<file path="src/rtl/pq_pkg.sv">
package pq_pkg;
   typedef enum logic {
      PQ_REST_LOW  = 1'b0,
      PQ_REST_HIGH = 1'b1
   } pq_rest_e;

   function automatic logic pq_away(input logic lvl, input pq_rest_e rest);
      return lvl ^ logic'(rest);
   endfunction
endpackage

</file>
<file path="src/rtl/pq_sync.sv">
module pq_sync #(
   parameter int STAGES = 2
) (
   input  logic clk,
   input  logic rst_n,
   input  logic rest_lvl,
   input  logic d_in,
   output logic q_out
);
   localparam int LAST = STAGES - 1;

   logic [LAST:0] chain;

   generate
      if (STAGES < 2) begin : g_bad_stages
         $error("pq_sync: STAGES must be at least 2");
      end
      for (genvar i = 0; i < STAGES; i++) begin : g_stage
         if (i == 0) begin : g_first
            always_ff @(posedge clk) begin
               if (!rst_n) chain[0] <= rest_lvl;
               else        chain[0] <= d_in;
            end
         end else begin : g_next
            always_ff @(posedge clk) begin
               if (!rst_n) chain[i] <= rest_lvl;
               else        chain[i] <= chain[i-1];
            end
         end
      end
   endgenerate

   assign q_out = chain[LAST];
endmodule

</file>
<file path="src/rtl/pq_timer.sv">
module pq_timer #(
   parameter int DELAY_W = 16
) (
   input  logic               clk,
   input  logic               rst_n,
   input  logic               away,
   input  logic               tick,
   input  logic [DELAY_W-1:0] limit,
   output logic               reached
);
   localparam logic [DELAY_W-1:0] ONE = DELAY_W'(1);

   logic [DELAY_W-1:0] cnt;
   logic               can_step;

   generate
      if (DELAY_W < 1 || DELAY_W > 32) begin : g_bad_width
         $error("pq_timer: DELAY_W must be 1..32");
      end
   endgenerate

   assign can_step = tick && (cnt < limit);
   assign reached  = (cnt >= limit);

   always_ff @(posedge clk) begin
      if (!rst_n)        cnt <= '0;
      else if (!away)    cnt <= '0;
      else if (can_step) cnt <= cnt + ONE;
   end

   AST_CNT_CLEAR: assert property (@(posedge clk) disable iff (!rst_n)
      !away |=> (cnt == '0));
   AST_CNT_NO_TICK: assert property (@(posedge clk) disable iff (!rst_n)
      (away && !tick) |=> (cnt == $past(cnt) || cnt == '0));
   AST_CNT_SAT: assert property (@(posedge clk) disable iff (!rst_n)
      (away && cnt >= limit) |=> (cnt == $past(cnt) || cnt == '0));
endmodule

</file>
<file path="src/rtl/pq_state.sv">
module pq_state (
   input  logic clk,
   input  logic rst_n,
   input  logic away,
   input  logic reached,
   output logic qual
);
   always_ff @(posedge clk) begin
      if (!rst_n) qual <= 1'b0;
      else        qual <= away & reached;
   end
endmodule

</file>
<file path="src/rtl/pulse_qualifier.sv">
module pulse_qualifier #(
   parameter int DELAY_W     = 16,
   parameter int SYNC_STAGES = 2
) (
   input  logic               clk,
   input  logic               rst_n,
   input  logic               tick_ms,
   input  logic               pin_in,
   input  logic [DELAY_W-1:0] delay_ms,
   input  logic               invert_sel,
   output logic               filt_out,
   output logic               raw_out
);
   import pq_pkg::*;

   pq_rest_e rest;
   logic     sync_lvl;
   logic     away;
   logic     reached;
   logic     qual;

   assign rest = pq_rest_e'(invert_sel);

   pq_sync #(.STAGES(SYNC_STAGES)) u_sync (
      .clk(clk), .rst_n(rst_n), .rest_lvl(invert_sel),
      .d_in(pin_in), .q_out(sync_lvl)
   );

   assign away = pq_away(sync_lvl, rest);

   pq_timer #(.DELAY_W(DELAY_W)) u_timer (
      .clk(clk), .rst_n(rst_n), .away(away), .tick(tick_ms),
      .limit(delay_ms), .reached(reached)
   );

   pq_state u_state (
      .clk(clk), .rst_n(rst_n), .away(away),
      .reached(reached), .qual(qual)
   );

   assign filt_out = qual ^ invert_sel;
   assign raw_out  = pin_in;

   AST_IDLE_DROP: assert property (@(posedge clk) disable iff (!rst_n)
      (sync_lvl == invert_sel) |=> !qual);
   AST_ZERO_FOLLOW: assert property (@(posedge clk) disable iff (!rst_n)
      (delay_ms == '0 && sync_lvl != invert_sel) |=> qual);
   AST_RISE_NEEDS_AWAY: assert property (@(posedge clk) disable iff (!rst_n)
      $rose(qual) |-> $past(sync_lvl != invert_sel));
endmodule

</file>
<file path="config.mk">
export PLATFORM = sky130hd
export DESIGN_NAME = pulse_qualifier
export DESIGN_NICKNAME = d
export VERILOG_FILES = /design/src/rtl/pq_pkg.sv /design/src/rtl/pq_sync.sv /design/src/rtl/pq_timer.sv /design/src/rtl/pq_state.sv /design/src/rtl/pulse_qualifier.sv
export SDC_FILE = /design/constraint.sdc
export NUM_CORES = 1
export LEC_CHECK = 0
export ABC_AREA = 1
export BUFFER_PORTS_ARGS = -buffer_cell sky130_fd_sc_hd__buf_2
export CORE_AREA = 2 2 66 68
export CTS_CLUSTER_DIAMETER = 30
export DETAILED_ROUTE_END_ITERATION = 10
export DIE_AREA = 0 0 68 70
export GPL_TIMING_DRIVEN = 0
export HOLD_SLACK_MARGIN = 0.02
export PLACE_DENSITY_LB_ADDON = 0.25
export SLEW_MARGIN = 20
export SYNTH_ARGS = -nofsm -noshare
export SYNTH_HDL_FRONTEND = slang
export SYNTH_SLANG_ARGS = --single-unit
</file>
<file path="constraint.sdc">
create_clock -name clk -period 1.7 [get_ports clk]
set_clock_uncertainty 0.1 [all_clocks]
set_input_delay 0.34 -clock clk [delete_from_list [all_inputs] [get_ports clk]]
set_output_delay 0.34 -clock clk [all_outputs]
set_load 0.05 [all_outputs]
</file>
* Word-level counts from Yosys, hierarchy flattened *
Cells that the tools add are included.

storage, ports and cells
  ROM bits = 0
  output and inout port bits = 2
  input port bits = 21
  memories kept = 0
  latch bits = 0
  bits in writable memories = 0
  logic and storage cells = 14
  register bits = 19

operators by class
  eq/ne operators = 0
  shift-type cells = 0
  multiplexer cells = 2
  add/subtract/negate cells = 1
  divide/modulo/power cells = 0
  magnitude comparators = 2
  bitwise operators = 3
  reductions and logical operators = 2
  $mul = 0

operator list
  operator                 number
  $add A16 B1 Y16 const B  1
  $ge A16 B16 Y1           1
  $lt A16 B16 Y1           1
  $mux W1                  2
  $reduce_and A2 Y1        1
  $xor A1 B1 Y1            2
  $and A1 B1 Y1            1
  $logic_and A1 B1 Y1      1

* Depth between registers and ports, before layout *
  depth in word-level cells = 2
  gate-level depth with buffers = 15

* By module *
A second synthesis with hierarchy kept.

second synthesis, totals
  cells, all modules = 251
  area, all modules = 1610.3 µm²

by module, submodules not included
  module           instances  area each (µm²)  seq. area each (µm²)  cells an instance
  pq_timer         1          1470.2           320.3                 229
  pq_sync          1          65.1             40.0                  8
  pulse_qualifier  1          41.3             0.0                   10
  pq_state         1          33.8             20.0                  4

* Worst setup path before layout *
No wires, ideal clock.

  path type = input to register
  start = input delay_ms[15]
  end = register u_timer.cnt[4]
  stages on the path = 9
  path slack = 0.048 ns
  buffers on the path = 1
  arrival = 1.439 ns
  library setup time = 0.113 ns
  data required time = 1.487 ns
  cells stage by stage = inv_1 -> ha_1 -> a21oi_1 -> o21ai_1 -> nor2_2 -> buf_4 -> nand3_1 -> nor2_1 -> nor2_1

between the ends
  cells in the longest elaborated chain, start to end = 2

ends and longest elaborated chain
  what                    line                  text
  start: declaration      pulse_qualifier.sv:9  input logic [DELAY_W-1:0] delay_ms,
  $lt A16 B16 Y1          pq_timer.sv:22        assign can_step = tick && (cnt < limit);
  $logic_and A1 B1 Y1     pq_timer.sv:22
  end signal: assignment  pq_timer.sv:28        else if (can_step) cnt <= cnt + ONE;
  end: declaration        pq_timer.sv:13        logic [DELAY_W-1:0] cnt;

No other way between the ends.
A chain may end at the register's enable or synchronous reset.

* Final worst setup path *
  start = register u_timer.cnt[14]
  end = register u_timer.cnt[6]

between the ends
  cells in the longest elaborated chain, start to end = 2

ends and longest elaborated chain
  what                 line
  $lt A16 B16 Y1       pq_timer.sv:22
  $logic_and A1 B1 Y1  pq_timer.sv:22

No other way between the ends.

==> impl_metrics.env <==
export IMPL_outcome="finished with violations"
export IMPL_violations="setup timing"
export IMPL_ys_async_sr_fraction_pct=0
export IMPL_root_buffer="clkbuf_8"
export IMPL_ys_warnings_count=0
export IMPL_synth_edf_count=0
export IMPL_gr_total_overflow=0
export IMPL_clk_pin_slew_ns=0.07
export IMPL_hp_start="pin_in"
export IMPL_critPathSlowestCell="dfxtp_4"
export IMPL_rsz0062_at_grt="yes"
export IMPL_cp_max_fo=6
export IMPL_ys_types=20
export IMPL_synth_seq_area_share_pct=24.1
export IMPL_syn_num_nets=300
export IMPL_dr_pass1_iters=4
export IMPL_grt_max_degree=11
export IMPL_synth_seq_cells=19
export IMPL_crit_arrival_ns=1.81
export IMPL_dp_slack_ns=-0.229
export IMPL_setup_viol=13
export IMPL_antenna_found_initial=0
export IMPL_cp_cell_sequence="ha_4 > nand4_1 > buf_4 > nor2_4 > nand2_4 > buf_6 > nand3_1 > nand2_1 > inv_1 > nor2_1"
export IMPL_io_buffer_count=21
export IMPL_holdCritPathClass="input pin to flop"
export IMPL_tightest_slew_ns=0.320
export IMPL_drv_slew=0
export IMPL_avgSynthCellArea_um2=6.01
export IMPL_syn_inst=262
export IMPL_finalHoldViolCount=0
export IMPL_placementRows=24
export IMPL_diodes=0
export IMPL_drc=0
export IMPL_worstSetupPathType="flop to flop"
export IMPL_min_period_over_period_pct=103
export IMPL_drive_gt1_share_pct=33.3
export IMPL_cts_sinks=19
export IMPL_cts_tree="yes"
export IMPL_syn_cell_area_um2=1580
export IMPL_period_minus_slack_ns=1.76
export IMPL_viasPerCell=4.69
export IMPL_die_w_um=68
export IMPL_drt_iter0_drc=78
export IMPL_vias=1679
export IMPL_whs_ns=0.190
export IMPL_worstPathRequired_ns=1.76
export IMPL_wl_mm=4.04
export IMPL_grt_pass1_vias=1544
export IMPL_startpoint="u_timer.cnt[14]$_SDFFE_PN0P_"
export IMPL_synth_area_leaders="dfxtp_1 (24%), nand2_1 (16%), ha_1 (14%), inv_1 (13%), nor2_1 (8.8%)"
export IMPL_vdd_drop_max_v=0.000244
export IMPL_dieArea_um2=4760
export IMPL_yosysTopAreaCell="dfxtp_1"
export IMPL_powerDensity_nw_per_um2=411
export IMPL_drt_wirelength_per_cell_um=11.3
export IMPL_clkLatencyLatePin_ns=0.26
export IMPL_htree_num_levels=1
export IMPL_dp_hpwl_mm=2.67
export IMPL_fin_ws_ns=-0.0560
export IMPL_cp_slowest_stage_delay_ns=0.36
export IMPL_r2r_start="u_timer.cnt[14]$_SDFFE_PN0P_"
export IMPL_grt_use_total_pct=18.1
export IMPL_end_kind="flop"
export IMPL_die_h_um=70
export IMPL_core_um2=4140
export IMPL_place_gp_congestion=0.855
export IMPL_final_nets=345
export IMPL_power_leakage_nw=1.10
export IMPL_slew_headroom_pct=78.6
export IMPL_synth_main_ff_cell="dfxtp_1"
export IMPL_clock_path_buffers=2
export IMPL_ant_nets=0
export IMPL_initial_core_util_pct=38.0
export IMPL_pin_count=23
export IMPL_cap_violations=0
export IMPL_cp_start_kind="flop"
export IMPL_synth_top_area_share_pct=24.1
export IMPL_area_delta_synth_final_pct=42.4
export IMPL_max_freq_mhz=569
export IMPL_grt_pass1_wl_mm=6.61
export IMPL_cts_buffers=3
[flip-flops by register name (all words and copies together), names as in the netlist]
signal and count:
u_sync.q_out 1, u_timer.cnt 16, u_state.qual 1, u_sync.chain 1
[layout by cell type (no fill, tap or decap), types with 7 or more instances in the layout]
master   count
dfxtp_2      8
buf_2       23
inv_1       55
nand4_1     12
nand2_1     64
nor2_1      34
ha_1        10
buf_4       16
ha_4         7
nand3_1     11
nand3_2      9
[stage by stage]
step                      utilization, %  TNS, ns  instances  total power, W  cell area (um2)
final                               54.1   -0.398        358        0.000921             2240
after global routing                54.1    -1.84        358        0.000972             2240
after CTS                           51.6  -0.0916        355        0.000921             2140
after detailed placement            42.1    -2.98        335        0.000597             1750
after global placement              42.1    -3.05        335        0.000594             1750
after floorplan                        -        0        262        0.000553             1580
[Yosys cell counts (2+ instances only)]
cell type,instances
buf_4,5
a21oi_1,7
nor2_2,4
ha_1,17
o21ai_0,2
inv_1,56
nand3_1,21
buf_2,2
nand4_1,12
nor3_1,3
nor2_1,37
dfxtp_1,19
nand2_2,2
nand2_1,69
[worst paths after layout]
check	to	depth (start not counted)	slack, ns
min reg2reg	u_sync.q_out$_DFF_P_	2	0.33
min	u_sync.chain[0]$_DFF_P_	3	0.19
max reg2reg	u_timer.cnt[6]$_SDFFE_PN0P_	10	-0.06
max	u_timer.cnt[6]$_SDFFE_PN0P_	10	-0.06
[what timing repair did]
item,4_1_cts,5_1_grt
pin swaps,15,8
gates cloned,3,0
setup buffers,14,3
setup endpoints to repair,17,17
gates resized for setup,47,19
hold buffers,0,0
[power breakdown]
| part | internal (W) | switching (W) | total, W |
|---|---|---|---|
| Clock | 0.000167 | 0.000159 | 0.000326 |
| Combinational | 0.0000603 | 0.0000833 | 0.000144 |
| Sequential | 0.000445 | 0.00000669 | 0.000452 |
| Total | 0.000673 | 0.000249 | 0.000921 |
[cells by family after synthesis]
kind of cell    share of synthesized area [%]
compound gates                           3.65
xor+xnor                                 1.11
fa+ha+maj                                13.5
buf+inv                                  16.4
flops                                    24.1
simple gates                             41.2
[routing by layer]
| metal | track usage, % | wire, um |
|---|---|---|
| met2 | 31.6 | 2080 |
| met5 | 0 | 0 |
| met1 | 21.9 | 1800 |
| met3 | 1.93 | 108 |
| met4 | 7.11 | 53 |
[cell type report]
type	instances	area (um2)
Buffer	7	73.8
Clock buffer	4	45.0
Fill cell	420	1900
Inverter	56	210
Multi-Input combinational cell	180	1140
Sequential cell	19	413
Tap cell	52	65.1
Timing Repair Buffer	40	300
[critical path, delay by kind of cell (launching register included)]
kind                     cells  cell delay (ns)
buffers and inverters        3             0.39
AND/OR/NAND/NOR              6             0.55
adder cells (fa/ha/maj)      1             0.26
flip-flops                   1             0.36
Power figures use the tool's default switching activity.
